--- src/rtl/hb_mon_pkg.sv ---
package hb_mon_pkg;

  // Outcome of one cycle as seen by the interval tracker
  typedef enum logic [1:0] {
    VERD_NONE = 2'd0,   // no interval closed this cycle
    VERD_HIT  = 2'd1,   // interval closed, heartbeat seen
    VERD_MISS = 2'd2    // interval closed, no heartbeat
  } verdict_e;

endpackage

--- src/rtl/hb_period_tracker.sv ---
module hb_period_tracker
  import hb_mon_pkg::*;
(
  input  logic     clk,
  input  logic     rst_n,
  input  logic     enable,
  input  logic     hb_pulse,
  input  logic     period_tick,
  output verdict_e verdict
);

  logic seen_q;
  logic seen_now;   // heartbeat seen in the open interval, this cycle included

  assign seen_now = seen_q | hb_pulse;

  always_comb begin
    if (!enable || !period_tick) verdict = VERD_NONE;
    else if (seen_now)           verdict = VERD_HIT;
    else                         verdict = VERD_MISS;
  end

  always_ff @(posedge clk) begin
    if (!rst_n)           seen_q <= 1'b0;
    else if (!enable)     seen_q <= 1'b0;
    else if (period_tick) seen_q <= 1'b0;
    else                  seen_q <= seen_now;
  end

  // a closing tick always starts the next interval empty
  a_r3_tick_empties: assert property (@(posedge clk) disable iff (!rst_n)
    period_tick |=> !seen_q);

  // a heartbeat inside an interval is remembered until the tick
  a_r9_hb_held: assert property (@(posedge clk) disable iff (!rst_n)
    (enable && hb_pulse && !period_tick) |=> seen_q);

  // nothing is remembered while disabled
  a_r5_no_memory_off: assert property (@(posedge clk) disable iff (!rst_n)
    !enable |=> !seen_q);

endmodule

--- src/rtl/hb_miss_counter.sv ---
module hb_miss_counter
  import hb_mon_pkg::*;
#(
  parameter int CNT_W = 4
) (
  input  logic             clk,
  input  logic             rst_n,
  input  logic             enable,
  input  verdict_e         verdict,
  output logic [CNT_W-1:0] cnt_q,
  output logic [CNT_W-1:0] cnt_next
);

  localparam logic [CNT_W-1:0] CNT_MAX = {CNT_W{1'b1}};

  function automatic logic [CNT_W-1:0] sat_inc(input logic [CNT_W-1:0] v);
    return (v == CNT_MAX) ? v : v + 1'b1;
  endfunction

  always_comb begin
    if (!enable)                     cnt_next = '0;
    else if (verdict == VERD_HIT)    cnt_next = '0;
    else if (verdict == VERD_MISS)   cnt_next = sat_inc(cnt_q);
    else                             cnt_next = cnt_q;
  end

  always_ff @(posedge clk) begin
    if (!rst_n) cnt_q <= '0;
    else        cnt_q <= cnt_next;
  end

  // a closed interval with a heartbeat zeroes the run
  a_r2_hit_zeroes: assert property (@(posedge clk) disable iff (!rst_n)
    (verdict == VERD_HIT) |=> (cnt_q == '0));

  // a miss below the ceiling adds exactly one
  a_r4_miss_steps: assert property (@(posedge clk) disable iff (!rst_n)
    (verdict == VERD_MISS && cnt_q != CNT_MAX) |=> (cnt_q == $past(cnt_q) + 1'b1));

  // at the ceiling the count stays put
  a_r4_no_wrap: assert property (@(posedge clk) disable iff (!rst_n)
    (verdict == VERD_MISS && cnt_q == CNT_MAX) |=> (cnt_q == CNT_MAX));

  // disabled holds the count at zero
  a_r5_held_zero: assert property (@(posedge clk) disable iff (!rst_n)
    !enable |=> (cnt_q == '0));

endmodule

--- src/rtl/hb_fail_latch.sv ---
module hb_fail_latch (
  input  logic clk,
  input  logic rst_n,
  input  logic set_ev,
  input  logic ack,
  output logic failed_q,
  output logic req_q
);

  always_ff @(posedge clk) begin
    if (!rst_n) begin
      failed_q <= 1'b0;
      req_q    <= 1'b0;
    end else if (set_ev) begin
      failed_q <= 1'b1;
      req_q    <= 1'b1;
    end else if (ack) begin
      failed_q <= 1'b0;
      req_q    <= 1'b0;
    end
  end

  // sticky without an acknowledge
  a_r8_sticky: assert property (@(posedge clk) disable iff (!rst_n)
    (failed_q && !ack) |=> failed_q);

  // acknowledge clears both outputs unless a new failure arrives
  a_r8_ack_clears: assert property (@(posedge clk) disable iff (!rst_n)
    (ack && !set_ev) |=> (!failed_q && !req_q));

  // a declaration beats a simultaneous acknowledge
  a_r8_set_wins: assert property (@(posedge clk) disable iff (!rst_n)
    set_ev |=> (failed_q && req_q));

endmodule

--- src/rtl/hb_failover_mon.sv ---
module hb_failover_mon
  import hb_mon_pkg::*;
#(
  parameter int CNT_W = 4
) (
  input  logic             clk,
  input  logic             rst_n,
  input  logic             enable,
  input  logic             hb_pulse,
  input  logic             period_tick,
  input  logic [CNT_W-1:0] miss_thresh,
  input  logic             takeover_ack,
  output logic             failed,
  output logic             takeover_req,
  output logic [CNT_W-1:0] miss_count
);

  verdict_e         verdict;
  logic [CNT_W-1:0] cnt_next;
  logic             trip;     // failure declared this cycle

  function automatic logic trips(input verdict_e v,
                                 input logic [CNT_W-1:0] next_cnt,
                                 input logic [CNT_W-1:0] thr);
    return (v == VERD_MISS) && (thr != '0) && (next_cnt >= thr);
  endfunction

  hb_period_tracker u_track (
    .clk         (clk),
    .rst_n       (rst_n),
    .enable      (enable),
    .hb_pulse    (hb_pulse),
    .period_tick (period_tick),
    .verdict     (verdict)
  );

  hb_miss_counter #(.CNT_W(CNT_W)) u_cnt (
    .clk      (clk),
    .rst_n    (rst_n),
    .enable   (enable),
    .verdict  (verdict),
    .cnt_q    (miss_count),
    .cnt_next (cnt_next)
  );

  assign trip = trips(verdict, cnt_next, miss_thresh);

  hb_fail_latch u_latch (
    .clk      (clk),
    .rst_n    (rst_n),
    .set_ev   (trip),
    .ack      (takeover_ack),
    .failed_q (failed),
    .req_q    (takeover_req)
  );

  // zero threshold never raises a fresh failure
  a_r7_zero_thresh: assert property (@(posedge clk) disable iff (!rst_n)
    (miss_thresh == '0 && !failed) |=> !failed);

  // no new failure while disabled
  a_r5_no_decl_off: assert property (@(posedge clk) disable iff (!rst_n)
    (!enable && !failed) |=> !failed);

  // flag and request move together
  a_r6_outputs_paired: assert property (@(posedge clk) disable iff (!rst_n)
    failed == takeover_req);

  // a rise of the flag only follows a closing miss
  a_r6_rise_on_miss: assert property (@(posedge clk) disable iff (!rst_n)
    (!failed && verdict != VERD_MISS) |=> !failed);

endmodule

--- config.mk ---
export PLATFORM = sky130hd
export DESIGN_NAME = hb_failover_mon
export DESIGN_NICKNAME = d
export VERILOG_FILES = /design/src/rtl/hb_mon_pkg.sv /design/src/rtl/hb_period_tracker.sv /design/src/rtl/hb_miss_counter.sv /design/src/rtl/hb_fail_latch.sv /design/src/rtl/hb_failover_mon.sv
export SDC_FILE = /design/constraint.sdc
export NUM_CORES = 1
export LEC_CHECK = 0
export BUFFER_PORTS_ARGS = -buffer_cell sky130_fd_sc_hd__buf_4
export CAP_MARGIN = 10
export CORE_AREA = 4 4 41 43
export DETAILED_ROUTE_END_ITERATION = 12
export DIE_AREA = 0 0 45 47
export SYNTH_ARGS = -nofsm -noshare
export SYNTH_HDL_FRONTEND = slang
export SYNTH_SLANG_ARGS = --single-unit
--- constraint.sdc ---
create_clock -name clk -period 2.6 [get_ports clk]
set_clock_uncertainty 0.1 [all_clocks]
set_input_delay 0.26 -clock clk [delete_from_list [all_inputs] [get_ports clk]]
set_output_delay 0.26 -clock clk [all_outputs]
set_load 0.03 [all_outputs]
==> results of run 1 <==
[registers in the layout (all words and copies together) (netlist names)]
name,count
u_latch.failed_q,1
u_track.seen_q,1
u_cnt.cnt_q,4
[layout make-up]
| class | count | area, um^2 |
|---|---|---|
| timing repair buffer | 17 | 128 |
| inverter | 3 | 11.3 |
| clock buffer | 3 | 22.5 |
| sequential | 6 | 120 |
| fill | 149 | 683 |
| tap | 15 | 18.8 |
| multi-input combinational | 47 | 318 |
[worst max-delay path, stage by stage (launching register included)]
cell      delay, ns
dfxtp_1        0.34
ha_1           0.23
nand3_1        0.19
o311ai_1       0.36
o211ai_1       0.15
ha_1           0.28
nand2b_1       0.14
a21oi_1        0.14
o21ai_0        0.09
and3b_1        0.18
[per-layer routing]
layer	vias to the layer above	routed length, um	global-route usage [%]
li1	252	-	-
met1	212	509	13.7
met2	14	487	20.9
met3	0	83	5.75
met4	0	0	3.51
met5	-	0	0
[metrics by stage]
stage / total power, mW / hold WS [ns] / util, % / setup slack (ns)
after global routing: 0.233 / 0.136 / 47.5 / 0.0463
after detailed placement: 0.134 / 0.397 / 45.8 / 0.281
final: 0.219 / 0.139 / 47.5 / 0.292
after floorplan: 0.117 / 0.282 / - / 0.190
after CTS: 0.223 / 0.131 / 47.5 / 0.262
after global placement: 0.133 / 0.398 / 45.8 / 0.301
[worst min-delay path by stage]
| stage | end | slack, ns | cells after the start |
|---|---|---|---|
| floorplan | u_cnt.cnt_q[3] | 0.28 | 1 |
| finish | u_track.seen_q | 0.14 | 2 |
| global route | u_track.seen_q | 0.14 | 2 |
| detailed placement | u_track.seen_q | 0.40 | 2 |
| global placement | u_track.seen_q | 0.40 | 2 |
| CTS | u_track.seen_q | 0.13 | 2 |
[cells in the mapped netlist (2+ instances only)]
library cell / number
inv_1: 3
nand3_1: 5
nand2_1: 7
a211oi_1: 2
nor2_1: 2
buf_4: 3
dfxtp_1: 6
nand2b_1: 2
ha_1: 5
o21ai_0: 4
a21oi_1: 5
[kinds of logic (layout without fill, tap and decap cells)]
| logic type | Yosys count | after routing | share of synthesized area, % |
|---|---|---|---|
| adder cells (fa/ha/maj) | 5 | 5 | 13.3 |
| flip-flops | 6 | 6 | 25.5 |
| AND/OR/NAND/NOR | 24 | 24 | 28.7 |
| AO/OA/AOI/OAI | 18 | 18 | 25.5 |
| buffers and inverters | 6 | 23 | 7.16 |
[cells in the final DEF, fill, tap and decap left out]
| cell | instances |
|---|---|
| a211oi_1 | 2 |
| a21o_1 | 1 |
| a21oi_1 | 5 |
| a21oi_2 | 1 |
| a41oi_1 | 1 |
| and2_1 | 1 |
| and3_1 | 1 |
| and3b_1 | 1 |
| and4bb_4 | 1 |
| buf_4 | 17 |
| clkbuf_4 | 3 |
| dfxtp_1 | 6 |
| ha_1 | 5 |
| inv_1 | 3 |
| nand2_1 | 7 |
| nand2b_1 | 2 |
| nand3_1 | 5 |
| nor2_1 | 2 |
| nor2b_1 | 1 |
| nor3_1 | 1 |
| o2111a_1 | 1 |
| o211ai_1 | 1 |
| o21ai_0 | 4 |
| o311ai_1 | 1 |
| o31ai_1 | 1 |
| or2b_1 | 1 |
| or4_1 | 1 |
[power groups by stage]
| stage | clock, mW | combinational [mW] | sequential [mW] |
|---|---|---|---|
| final | 0.0866 | 0.0376 | 0.0943 |
| after global routing | 0.0960 | 0.0429 | 0.0942 |
| after CTS | 0.0910 | 0.0379 | 0.0942 |
| after detailed placement | 0 | 0.0377 | 0.0960 |
| after global placement | 0 | 0.0372 | 0.0960 |
| after floorplan | 0 | 0.0196 | 0.0977 |
==> impl_metrics.env, run 1 <==
export IMPL_reg2reg_from="u_cnt.cnt_q[1]"
export IMPL_async_flop_share_pct=0
export IMPL_clk_path_buf_depth=2
export IMPL_fin_crit_ns=2.31
export IMPL_via_per_inst=5.25
export IMPL_clk_latency_ns=0.25
export IMPL_drt_iter0_drc=11
export IMPL_synth_seq_area_share_pct=25.5
export IMPL_powerDensity_nw_per_um2=354
export IMPL_final_cell_area_um2=618
export IMPL_ir_drop_mv=0.262
export IMPL_start_util_pct=36.2
export IMPL_synth_ff_type="dfxtp_1"
export IMPL_ant_nets=0
export IMPL_fp_dieW_um=45
export IMPL_outcome="completed"
export IMPL_worstPathMaxFanout=5
export IMPL_gr_total_overflow=0
export IMPL_vias=478
export IMPL_reg2reg_to="u_latch.failed_q"
export IMPL_cap_violations=0
export IMPL_antenna_found_initial=0
export IMPL_root_buffer="clkbuf_4"
export IMPL_grt_max_degree=10
export IMPL_setup_violations=0
export IMPL_cts_tree="yes"
export IMPL_finalHoldViolCount=0
export IMPL_relSlewSlack_pct=77.1
export IMPL_startpoint_type="register"
export IMPL_fmax_mhz=433
export IMPL_fin_tns_setup_ns=0
export IMPL_place_area_um2=596
export IMPL_yosysTopAreaCell="dfxtp_1"
export IMPL_p_int_mw=0.165
export IMPL_drtPass1Iterations=3
export IMPL_synth_cell_types=26
export IMPL_place_inst=88
export IMPL_critPathKind="reg -> reg"
export IMPL_worstPathRequired_ns=2.64
export IMPL_cts_made_buffers=3
export IMPL_clkTransAtPathRegs_ns=0.05
export IMPL_seqPwrFrac_pct=43.2
export IMPL_worstMarginPinSlew_ns=0.338
export IMPL_area_growth_pct=31.0
export IMPL_rsz0062_at_grt="no"
export IMPL_h_tree_depth=1
export IMPL_synth_edf_count=0
export IMPL_switching_share_pct=24.6
export IMPL_syn_num_nets=74
export IMPL_drv_slew=0
export IMPL_reg2reg_slack_ns=0.29
export IMPL_ctsHoldBuffers=0
export IMPL_cts_sinks=6
export IMPL_critical_path_startpoint="u_cnt.cnt_q[1]"
export IMPL_gp_congestion=0.811
export IMPL_grt_pass1_vias=446
export IMPL_hp_start="period_tick"
export IMPL_rows=13
export IMPL_drc=0
export IMPL_hp_class="in -> reg"
export IMPL_combinationalPowerShare_pct=17.2
export IMPL_synth_area_top_cells="dfxtp_1 (25%), ha_1 (13%), nand2_1 (5.6%), a21oi_1 (5.3%), nand3_1 (5.3%)"
export IMPL_final_cells=91
export IMPL_hpwl_um=868
export IMPL_ys_seq_elements=6
export IMPL_post_route_period_util_pct=88.8
export IMPL_routed_wl_mm=1.08
export IMPL_grt_usage_pct=12.3
export IMPL_p_sw_mw=0.0537
export IMPL_worstPathArrival_ns=2.35
export IMPL_reg2reg_depth=9
export IMPL_total_leakage_power_nw=0.294
export IMPL_dieArea_um2=2120
export IMPL_dieHeight_um=47
export IMPL_io_pins=16
export IMPL_syn_area_um2=472
export IMPL_grt_pass1_wl_mm=1.81
export IMPL_fin_nets=93
export IMPL_drive_gt1_share_pct=28.9
export IMPL_endpoint_kind="register"
export IMPL_synth_top_cell_area_share_pct=25.5
export IMPL_wire_per_inst_um=11.9
export IMPL_syn_area_per_cell_um2=7.99
export IMPL_antenna_cells=0
export IMPL_coreArea_um2=1300
export IMPL_io_buffers=15
export IMPL_crit_end="u_latch.failed_q"
export IMPL_synth_cells=59
export IMPL_power_share_clock_pct=39.6
export IMPL_yosys_warnings=0
export IMPL_cts_resized=0
export IMPL_cts_setup_buffers=0
Note: power is estimated with default switching activity, not from simulation.
==> run 2, diff against run 1 <==
- MAX_ROUTING_LAYER: unset -> met4
==> run 2 against run 1 <==
Net effect: global-route usage up 0.40 points; non-clock buffer count unchanged; sequential power about the same; die area unchanged; final cell count unchanged; sequential share of layout area unchanged; critical path depth unchanged; largest cell class unchanged; clock power down 2%; total power down 0.70%.
==> impl_metrics.env, run 2 (synthesized netlist as in run 1, its figures left out) <==
export IMPL_io_pins=16
export IMPL_drc=0
export IMPL_met1_usage_pct=13.7
export IMPL_hp_class="in -> reg"
export IMPL_top_usage_layer="met2"
export IMPL_critical_path_startpoint="u_cnt.cnt_q[1]"
export IMPL_cap_violations=0
export IMPL_reg_top3="u_cnt.cnt_q x4, u_latch.failed_q x1, u_track.seen_q x1"
export IMPL_clk_latency_ns=0.24
export IMPL_reg2reg_from="u_cnt.cnt_q[1]"
export IMPL_ant_nets=0
export IMPL_relSlewSlack_pct=77.2
export IMPL_h_tree_depth=1
export IMPL_largest_reg_flops=4
export IMPL_finalHoldViolCount=0
export IMPL_worstMarginPinSlew_ns=0.336
export IMPL_dieHeight_um=47
export IMPL_fin_util_pct=47.5
export IMPL_gr_total_overflow=0
export IMPL_coreArea_um2=1300
export IMPL_setup_ws_ns=0.289
export IMPL_start_util_pct=36.2
export IMPL_clkTransAtPathRegs_ns=0.05
export IMPL_grt_pass1_wl_mm=1.81
export IMPL_io_buffers=15
export IMPL_met2_usage_pct=20.9
export IMPL_fmax_mhz=433
export IMPL_routed_wl_mm=1.07
export IMPL_fin_tns_setup_ns=0
export IMPL_final_cell_mix="buf_4 (17), nand2_1 (7), dfxtp_1 (6)"
export IMPL_cts_sinks=6
export IMPL_total_leakage_power_nw=0.294
export IMPL_rsz0062_at_grt="no"
export IMPL_fin_crit_ns=2.31
export IMPL_fp_dieW_um=45
export IMPL_endpoint_kind="register"
export IMPL_cts_resized=0
export IMPL_nFillCells=149
export IMPL_cts_made_buffers=3
export IMPL_drv_slew=0
export IMPL_outcome="completed"
export IMPL_rows=13
export IMPL_worstPathMaxFanout=5
export IMPL_vias=478
export IMPL_final_cell_area_um2=618
export IMPL_finalPower_mw=0.217
export IMPL_cts_setup_buffers=0
export IMPL_grt_pass1_vias=447
export IMPL_antenna_cells=0
export IMPL_clk_path_buf_depth=2
export IMPL_worstPathRequired_ns=2.63
export IMPL_drt_iter0_drc=10
export IMPL_hp_start="period_tick"
export IMPL_antenna_found_initial=0
export IMPL_fin_nets=93
export IMPL_grt_max_degree=10
export IMPL_via_per_inst=5.25
export IMPL_startpoint_type="register"
export IMPL_hpwl_um=868
export IMPL_setup_violations=0
export IMPL_powerDensity_nw_per_um2=351
export IMPL_ir_drop_mv=0.263
export IMPL_largest_register="u_cnt.cnt_q"
export IMPL_use_met3_pct=5.75
export IMPL_drtPass1Iterations=2
export IMPL_drive_gt1_share_pct=28.9
export IMPL_cts_tree="yes"
export IMPL_dieArea_um2=2120
export IMPL_post_route_period_util_pct=88.9
export IMPL_wire_per_inst_um=11.8
export IMPL_place_area_um2=596
export IMPL_grt_usage_pct=12.7
export IMPL_critPathKind="reg -> reg"
export IMPL_pre_cts_ws_ns=0.281
export IMPL_final_common_cell="buf_4"
export IMPL_root_buffer="clkbuf_4"
export IMPL_area_growth_pct=31.0
export IMPL_worstPathArrival_ns=2.34
export IMPL_gp_congestion=0.823
export IMPL_ctsHoldBuffers=0
run 2: cell counts in the layout (fill, tap and decap cells not counted):
No cell type changed its count.
run 2: per-stage QoR:
step           cells  hold WS [ns]
5_1_grt           91         0.136
4_1_cts           91         0.131
2_1_floorplan     59         0.282
6_report          91         0.143
3_3_place_gp      88         0.398
3_5_place_dp      88         0.397
run 2: per-layer routing:
layer  vias up  wire length, um
li1        252                -
met1       211              508
met2        15              483
met3         0               83
met4         0                0
met5         -                0
run 2: worst max-delay path, stage by stage (launching register included):
cell	delay [ns]
dfxtp_1	0.34
ha_1	0.23
nand3_1	0.19
o311ai_1	0.36
o211ai_1	0.15
ha_1	0.28
nand2b_1	0.14
a21oi_1	0.14
o21ai_0	0.09
and3b_1	0.18
run 2: path summary, 6_finish.rpt:
check	end	cells past startpoint	slack (ns)
worst max-delay path	u_latch.failed_q	9	0.29
worst min-delay path	u_track.seen_q	2	0.14
worst min register to register	u_cnt.cnt_q[2]	2	0.48
worst max register to register	u_latch.failed_q	9	0.29
run 2: cell type report:
type                    instances  area [um^2]  area share, %
flip-flops and latches          6          120           19.4
inverters                       3         11.3           1.82
repair buffers                 17          128           20.6
clock buffers                   3         22.5           3.64
well taps                      15         18.8           3.04
multi-input cells              47          318           51.4
run 2: power breakdown:
part | total [mW] | internal, mW | switching (mW)
clock network | 0.0852 | 0.0522 | 0.0330
registers | 0.0943 | 0.0935 | 0.000870
logic | 0.0375 | 0.0192 | 0.0184
